`src/rtl/xlat_cache_pkg.sv`:
```
package xlat_cache_pkg;
  localparam int unsigned VA_W   = 32;
  localparam int unsigned PG_W   = 12;
  localparam int unsigned VPN_W  = VA_W - PG_W;

  typedef struct packed {
    logic rd;
    logic wr;
  } perm_t;

  typedef struct packed {
    logic [VPN_W-1:0] vpn;
    logic [VPN_W-1:0] pfn;
    perm_t            perm;
  } xc_entry_t;
endpackage

```
`src/rtl/xc_victim_sel.sv`:
```
module xc_victim_sel #(
  parameter int unsigned N_ENT = 8,
  localparam int unsigned IDX_W = (N_ENT > 1) ? $clog2(N_ENT) : 1
) (
  input  logic             clk_i,
  input  logic             rst_ni,
  input  logic [N_ENT-1:0] valid_i,
  input  logic             alloc_i,
  output logic [N_ENT-1:0] victim_oh_o
);
  logic [IDX_W-1:0] ptr_q;
  logic [N_ENT-1:0] free_oh;
  logic             all_valid;
  logic             adv;

  assign all_valid = &valid_i;
  assign adv       = alloc_i & all_valid;

  // lowest invalid entry first
  always_comb begin
    free_oh = '0;
    for (int i = N_ENT - 1; i >= 0; i--) begin
      if (!valid_i[i]) free_oh = N_ENT'(1) << i;
    end
  end

  always_comb begin
    victim_oh_o = free_oh;
    if (all_valid) victim_oh_o = N_ENT'(1) << ptr_q;
  end

  always_ff @(posedge clk_i or negedge rst_ni) begin
    if (!rst_ni) begin
      ptr_q <= '0;
    end else if (adv) begin
      if (ptr_q == IDX_W'(N_ENT - 1)) ptr_q <= '0;
      else                            ptr_q <= ptr_q + 1'b1;
    end
  end

  p_victim_free_r7: assert property (@(posedge clk_i) disable iff (!rst_ni)
    !all_valid |-> ((victim_oh_o & valid_i) == '0));
  p_victim_onehot_r8: assert property (@(posedge clk_i) disable iff (!rst_ni)
    $onehot(victim_oh_o));
  p_ptr_moves_r8: assert property (@(posedge clk_i) disable iff (!rst_ni)
    (alloc_i && all_valid) |=> (ptr_q != $past(ptr_q)));
  p_ptr_holds_r7: assert property (@(posedge clk_i) disable iff (!rst_ni)
    (alloc_i && !all_valid) |=> $stable(ptr_q));
endmodule

```
`src/rtl/xc_entry_array.sv`:
```
module xc_entry_array
  import xlat_cache_pkg::*;
#(
  parameter int unsigned N_ENT = 8
) (
  input  logic             clk_i,
  input  logic             rst_ni,
  input  logic [VPN_W-1:0] lkp_vpn_i,
  output logic             lkp_match_o,
  output xc_entry_t        lkp_entry_o,
  input  logic             fill_valid_i,
  input  xc_entry_t        fill_entry_i,
  input  logic             inv_line_i,
  input  logic [VPN_W-1:0] inv_vpn_i,
  input  logic             inv_all_i,
  input  logic [N_ENT-1:0] victim_oh_i,
  output logic [N_ENT-1:0] valid_o,
  output logic             alloc_o
);
  logic      [N_ENT-1:0] valid_q;
  xc_entry_t             ent_q [N_ENT];
  logic      [N_ENT-1:0] lkp_hit_vec, inv_hit_vec, fill_hit_vec, wr_sel;
  logic                  fill_en;

  genvar g;
  generate
    for (g = 0; g < N_ENT; g++) begin : g_cmp
      assign lkp_hit_vec[g]  = valid_q[g] && (ent_q[g].vpn == lkp_vpn_i);
      assign inv_hit_vec[g]  = valid_q[g] && (ent_q[g].vpn == inv_vpn_i);
      assign fill_hit_vec[g] = valid_q[g] && (ent_q[g].vpn == fill_entry_i.vpn);
    end
  endgenerate

  // invalidation beats a colliding fill
  assign fill_en = fill_valid_i && !inv_all_i &&
                   !(inv_line_i && (inv_vpn_i == fill_entry_i.vpn));
  assign alloc_o = fill_en && (fill_hit_vec == '0);
  assign wr_sel  = !fill_en ? '0 : ((fill_hit_vec != '0) ? fill_hit_vec : victim_oh_i);
  assign valid_o = valid_q;

  always_comb begin
    lkp_entry_o = '0;
    for (int i = 0; i < N_ENT; i++) begin
      if (lkp_hit_vec[i]) lkp_entry_o = lkp_entry_o | ent_q[i];
    end
  end
  assign lkp_match_o = |lkp_hit_vec;

  generate
    for (g = 0; g < N_ENT; g++) begin : g_ent
      always_ff @(posedge clk_i or negedge rst_ni) begin
        if (!rst_ni) begin
          valid_q[g] <= 1'b0;
          ent_q[g]   <= '0;
        end else if (inv_all_i) begin
          valid_q[g] <= 1'b0;
        end else begin
          if (inv_line_i && inv_hit_vec[g]) valid_q[g] <= 1'b0;
          if (wr_sel[g]) begin
            valid_q[g] <= 1'b1;
            ent_q[g]   <= fill_entry_i;
          end
        end
      end
    end
  endgenerate

  function automatic logic [N_ENT-1:0] tag_hits(logic [VPN_W-1:0] t);
    logic [N_ENT-1:0] v;
    for (int i = 0; i < N_ENT; i++) v[i] = valid_q[i] && (ent_q[i].vpn == t);
    return v;
  endfunction

  p_single_copy_r9: assert property (@(posedge clk_i) disable iff (!rst_ni)
    $onehot0(lkp_hit_vec));
  p_flush_r5: assert property (@(posedge clk_i) disable iff (!rst_ni)
    inv_all_i |=> (valid_q == '0));
  p_line_gone_r4: assert property (@(posedge clk_i) disable iff (!rst_ni)
    inv_line_i |=> (tag_hits($past(inv_vpn_i)) == '0));
  p_fill_lands_r2: assert property (@(posedge clk_i) disable iff (!rst_ni)
    (fill_valid_i && !inv_all_i && !(inv_line_i && inv_vpn_i == fill_entry_i.vpn))
      |=> (tag_hits($past(fill_entry_i.vpn)) != '0));
  p_fill_dropped_r6: assert property (@(posedge clk_i) disable iff (!rst_ni)
    (fill_valid_i && inv_all_i) |=> (valid_q == '0));
endmodule

```
`src/rtl/xlat_cache.sv`:
```
module xlat_cache
  import xlat_cache_pkg::*;
#(
  parameter int unsigned N_ENT = 8
) (
  input  logic              clk_i,
  input  logic              rst_ni,
  input  logic              lkp_valid_i,
  input  logic [VA_W-1:0]   lkp_vaddr_i,
  output logic              lkp_hit_o,
  output logic [VA_W-1:0]   lkp_paddr_o,
  output logic              lkp_rd_o,
  output logic              lkp_wr_o,
  output logic              walk_req_o,
  input  logic              fill_valid_i,
  input  logic [VPN_W-1:0]  fill_vpn_i,
  input  logic [VPN_W-1:0]  fill_pfn_i,
  input  logic              fill_rd_i,
  input  logic              fill_wr_i,
  input  logic              inv_line_i,
  input  logic [VA_W-1:0]   inv_vaddr_i,
  input  logic              inv_all_i
);
  logic             match;
  xc_entry_t        hit_ent, fill_ent;
  logic [N_ENT-1:0] valid_vec, victim_oh;
  logic             alloc;
  logic             unused_inv_off;

  assign unused_inv_off = ^inv_vaddr_i[PG_W-1:0];

  assign fill_ent.vpn     = fill_vpn_i;
  assign fill_ent.pfn     = fill_pfn_i;
  assign fill_ent.perm.rd = fill_rd_i;
  assign fill_ent.perm.wr = fill_wr_i;

  xc_entry_array #(.N_ENT(N_ENT)) u_array (
    .clk_i        (clk_i),
    .rst_ni       (rst_ni),
    .lkp_vpn_i    (lkp_vaddr_i[VA_W-1:PG_W]),
    .lkp_match_o  (match),
    .lkp_entry_o  (hit_ent),
    .fill_valid_i (fill_valid_i),
    .fill_entry_i (fill_ent),
    .inv_line_i   (inv_line_i),
    .inv_vpn_i    (inv_vaddr_i[VA_W-1:PG_W]),
    .inv_all_i    (inv_all_i),
    .victim_oh_i  (victim_oh),
    .valid_o      (valid_vec),
    .alloc_o      (alloc)
  );

  xc_victim_sel #(.N_ENT(N_ENT)) u_victim (
    .clk_i       (clk_i),
    .rst_ni      (rst_ni),
    .valid_i     (valid_vec),
    .alloc_i     (alloc),
    .victim_oh_o (victim_oh)
  );

  assign lkp_hit_o   = lkp_valid_i && match;
  assign walk_req_o  = lkp_valid_i && !match;
  assign lkp_paddr_o = lkp_hit_o ? {hit_ent.pfn, lkp_vaddr_i[PG_W-1:0]} : '0;
  assign lkp_rd_o    = lkp_hit_o && hit_ent.perm.rd;
  assign lkp_wr_o    = lkp_hit_o && hit_ent.perm.wr;

  p_miss_or_hit_r3: assert property (@(posedge clk_i) disable iff (!rst_ni)
    lkp_valid_i |-> (lkp_hit_o ^ walk_req_o));
  p_reset_empty_r1: assert property (@(posedge clk_i) disable iff (!rst_ni)
    $rose(rst_ni) |-> !lkp_hit_o);
endmodule

```
`config.mk`:
```
export PLATFORM = sky130hd
export DESIGN_NAME = xlat_cache
export DESIGN_NICKNAME = d
export VERILOG_FILES = /design/src/rtl/xlat_cache_pkg.sv /design/src/rtl/xc_victim_sel.sv /design/src/rtl/xc_entry_array.sv /design/src/rtl/xlat_cache.sv
export SDC_FILE = /design/constraint.sdc
export NUM_CORES = 1
export LEC_CHECK = 0
export ABC_AREA = 1
export BUFFER_PORTS_ARGS = -buffer_cell sky130_fd_sc_hd__buf_2
export CAP_MARGIN = 20
export CORE_MARGIN = 2
export CORE_UTILIZATION = 30
export DETAILED_ROUTE_END_ITERATION = 6
export GPL_TIMING_DRIVEN = 0
export PLACE_DENSITY = 0.56
export SLEW_MARGIN = 10
export SYNTH_ARGS = -nofsm -noshare
export SYNTH_HDL_FRONTEND = slang
export SYNTH_SLANG_ARGS = --single-unit
```
`constraint.sdc`:
```
create_clock -name clk_i -period 2.25 [get_ports clk_i]
set_clock_uncertainty 0.05 [all_clocks]
set_input_delay 0.45 -clock clk_i [delete_from_list [all_inputs] [get_ports clk_i]]
set_output_delay 0.45 -clock clk_i [all_outputs]
set_load 0.01 [all_outputs]
```
==> flow_metrics.tcl <==
set metrics [dict create \
    route.detailed.wl_per_inst_um 34.8 \
    floorplan.die_area_um2 78800 \
    run_status "finished with violations" \
    io-pin-count 148 \
    synth.largest_area_cell "sky130_fd_sc_hd__dfrtp_1" \
    maxSlewViolCount 0 \
    critical_path_peak_fanout 6 \
    power_report.internal_total_mw 13.1 \
    remaining_drc_errors 0 \
    critPathCaptureType "output port" \
    place.port_buffers 58 \
    place_congestion 1.09 \
    power_density_nw_per_um2 597 \
    tritoncts_clock_tree "yes" \
    cts_made_buffers 43 \
    fp-row-count 101 \
    global_routing_usage_summed_across_all_routing_layers_pct 40.3 \
    finalNetCount 3820 \
    drt-vias-per-instance 6.27 \
    maximum_number_of_pins_on_one_net_before_global_route_repair 95 \
    synth_warn 0 \
    via_count 29562 \
    area_growth_syn_to_layout_pct 49.4 \
    min_to "u_array.ent_q[211]" \
    fp.dieW_um 281 \
    report.final.setup_viol 383 \
    synth-edff-count 0 \
    start_kind "register" \
    syn_nets 3482 \
    register_area_share_after_synthesis_pct 37.8 \
    failing_checks "negative setup slack" \
    critPathKind "register to output port" \
    detailedRoute.firstPassIterationCount 7 \
    stdcell_area_um2 34300 \
    min-delay-path-class "input pin to register" \
    cap_viol_max_count 0 \
    detail_route.wirelength_um 164000 \
    initialDrtViolationCount 5021 \
    worst_r2r_path_depth 21 \
    power.net_switching_mw 7.35 \
    final_critical_path_setup_slack_ps -1140 \
    layout_commonest_cell "sky130_fd_sc_hd__nand2_1" \
    postPlaceCellArea_um2 25000 \
    diodes 0 \
    seq_power_share_pct 37.7 \
    syn-instance-count 3364 \
    hold_depth 3 \
    max_slew_margin_pct 15.9 \
    combinationalPowerShare_pct 23.7 \
    ys_async_sr_fraction_pct 100 \
    synth_top_cells_by_area "sky130_fd_sc_hd__dfrtp_1, sky130_fd_sc_hd__nand2_1, sky130_fd_sc_hd__nand3_1" \
    yosys_register_bits 347 \
    cts.htree.levels 2 \
    core_area_um2 75800 \
    reg2reg_to "u_array.ent_q[230]" \
    pwr-share-clk_pct 38.6 \
    syn-mean-instance-area_um2 6.83 \
    number_of_global_route_vias_before_repair 27430 \
    timing.final.crit_period_ps 3390 \
    final_min_period_over_clock_period_pct 151 \
    globalRoute.totalOverflow 0 \
    clk_latency_ps 640 \
    antenna_found_initial 8 \
    dominantRegCellSynth "sky130_fd_sc_hd__dfrtp_1" \
    fillerInstances 7314 \
    drt.antenna.violating_nets 0 \
    crit_arrival_ps 2890 \
    critPathRequiredTime_ps 1750 \
    worst_setup_hold_path_clk_slew_ps 70 \
    layout-drive-gt1-share_pct 38.1 \
    power_leakage_nw 15.3 \
    hold_start "fill_rd_i" \
    synth_area_um2 23000 \
    die_height_um 281 \
    ys_types 37 \
    synth_largest_type_area_fraction_pct 37.8 \
    report.final.hold_viol_count 0 \
    floorplan.initialDensity_pct 30.3 \
    post-dp-hpwl_um 104000 \
    pre_cts_slack_ps -1790 \
    clkSinkCount 347 \
    clock_tree.buffer_depth 3 \
    final.setup.tns_ps -192920 \
    grt_setup_unrepaired "true" \
    worst-slew-pin-transition_ps 1260 \
    ff2ff_setup_slack_ps -560 \
    crit-reg2reg-launch "u_array.ent_q[25]" \
    irDropWorstVdd_mv 0.550 \
    clock.fmax_mhz 295 \
    sw_frac_of_total_pct 35.9 \
    grt_pass1_wl_um 220000 \
    mostFrequentLayoutCells "sky130_fd_sc_hd__nand2_1, sky130_fd_sc_hd__nand2_2, sky130_fd_sc_hd__dfrtp_1" \
    cts_root_buffer "sky130_fd_sc_hd__clkbuf_16" \
]
[critical path, cell delays in order, from the launching register on]
cell and delay, ps:
sky130_fd_sc_hd__dfrtp_1 430, sky130_fd_sc_hd__inv_1 120, sky130_fd_sc_hd__nand2_1 60, sky130_fd_sc_hd__a21oi_1 200
sky130_fd_sc_hd__nand2_1 110, sky130_fd_sc_hd__nor2_4 280, sky130_fd_sc_hd__nand3_1 140, sky130_fd_sc_hd__nand2_2 120
sky130_fd_sc_hd__nor2_4 50, sky130_fd_sc_hd__nand2_4 120, sky130_fd_sc_hd__nand2_8 110, sky130_fd_sc_hd__buf_6 150
sky130_fd_sc_hd__buf_16 140, sky130_fd_sc_hd__nor2_4 100, sky130_fd_sc_hd__buf_6 100
[worst max path at each step]
| stage | to | cells past startpoint | start |
|---|---|---|---|
| 2_1_floorplan | lkp_paddr_o[22] | 13 | lkp_vaddr_i[25] |
| 3_3_place_gp | u_array.ent_q[230] | 1 | rst_ni |
| 3_5_place_dp | lkp_rd_o | 14 | lkp_vaddr_i[29] |
| 4_1_cts | lkp_rd_o | 12 | u_array.ent_q[246] |
| 5_1_grt | lkp_paddr_o[9] | 14 | u_array.ent_q[317] |
| 6_report | lkp_paddr_o[9] | 14 | u_array.ent_q[317] |
[state kept, by name (all words and copies together) (netlist names)]
signal	flops
u_array.ent_q	336
u_array.valid_o	8
u_victim.ptr_q	3
[cells in the mapped netlist, types with 2 or more instances]
| cell | instances |
|---|---|
| sky130_fd_sc_hd__nand2_1 | 1147 |
| sky130_fd_sc_hd__nand3_1 | 381 |
| sky130_fd_sc_hd__dfrtp_1 | 347 |
| sky130_fd_sc_hd__nor2_1 | 273 |
| sky130_fd_sc_hd__nand4_1 | 229 |
| sky130_fd_sc_hd__inv_1 | 214 |
| sky130_fd_sc_hd__o22ai_1 | 164 |
| sky130_fd_sc_hd__buf_2 | 143 |
| sky130_fd_sc_hd__xnor2_1 | 72 |
| sky130_fd_sc_hd__clkbuf_1 | 57 |
| sky130_fd_sc_hd__o21ai_0 | 57 |
| sky130_fd_sc_hd__xor2_1 | 39 |
| sky130_fd_sc_hd__buf_4 | 27 |
| sky130_fd_sc_hd__inv_2 | 24 |
| sky130_fd_sc_hd__nor4_1 | 22 |
| sky130_fd_sc_hd__nand2_2 | 20 |
| sky130_fd_sc_hd__o21ai_1 | 20 |
| sky130_fd_sc_hd__clkbuf_2 | 16 |
| sky130_fd_sc_hd__o221ai_1 | 15 |
| sky130_fd_sc_hd__nor3_1 | 14 |
| sky130_fd_sc_hd__a21oi_1 | 12 |
| sky130_fd_sc_hd__nand3_2 | 11 |
| sky130_fd_sc_hd__o211ai_1 | 9 |
| sky130_fd_sc_hd__o2111ai_1 | 8 |
| sky130_fd_sc_hd__buf_1 | 7 |
| sky130_fd_sc_hd__buf_6 | 6 |
| sky130_fd_sc_hd__ha_1 | 6 |
| sky130_fd_sc_hd__clkinv_1 | 5 |
| sky130_fd_sc_hd__a31oi_1 | 4 |
| sky130_fd_sc_hd__nand3b_1 | 4 |
| sky130_fd_sc_hd__or2_2 | 3 |
| sky130_fd_sc_hd__a211oi_1 | 2 |
| sky130_fd_sc_hd__nor2_8 | 2 |
[through the flow]
step	util, %	hold slack [ps]	power (mW)	std cells
6_report	45.3	126	20.5	4712
5_1_grt	45.3	134	20.8	4712
4_1_cts	42.9	99.1	19.7	4684
3_5_place_dp	32.9	408	11.1	4407
3_3_place_gp	32.8	404	11.1	4400
2_1_floorplan	-	104	9.39	3364
[layer usage]
metal | GRT usage, % | vias up | share of wire [%] | wire (um)
li1 | - | 11869 | - | -
met1 | 50.6 | 14429 | 37 | 60500
met2 | 57.1 | 2502 | 41 | 66500
met3 | 15.8 | 744 | 14 | 22800
met4 | 26.3 | 18 | 8.5 | 13900
met5 | 1.13 | - | 0.15 | 241
[cell families (layout without fill, tap and decap cells)]
group / Yosys count / count (layout) / synth area share [%]
buffers and inverters: 499 / 867 / 9.66
adder cells (fa/ha/maj): 6 / 6 / 0.327
AND/OR/NAND/NOR: 2108 / 2110 / 40.1
AO/OA/AOI/OAI: 293 / 293 / 7.82
flip-flops: 347 / 347 / 37.8
XOR/XNOR: 111 / 111 / 4.23
[power groups by stage]
| stage | Combinational [mW] | Clock (mW) | Sequential [mW] |
|---|---|---|---|
| floorplan | 2.07 | 0 | 7.32 |
| global placement | 3.48 | 0 | 7.64 |
| detailed placement | 3.50 | 0 | 7.64 |
| CTS | 4.30 | 7.86 | 7.55 |
| global route | 4.99 | 8.10 | 7.74 |
| finish | 4.85 | 7.91 | 7.73 |
[repair_timing]
item | 4_1_cts | 5_1_grt
setup buffers | 161 | 51
endpoints found under the setup margin | 383 | 383
endpoints found under the hold margin | 81 | 0
gates cloned | 43 | 12
pin swaps | 194 | 208
resized for setup | 933 | 523
hold buffers | 1 | 0
[cell type report]
| class | count | area [um^2] | area share (%) |
|---|---|---|---|
| multi-input combinational | 2520 | 15200 | 44.3 |
| sequential | 347 | 8800 | 25.7 |
| timing repair buffer | 309 | 4170 | 12.1 |
| buffer | 238 | 2390 | 6.98 |
| tap | 978 | 1220 | 3.57 |
| clock buffer | 58 | 1210 | 3.53 |
| inverter | 243 | 968 | 2.82 |
| clock inverter | 19 | 333 | 0.970 |
Power figures use the tool's default switching activity.
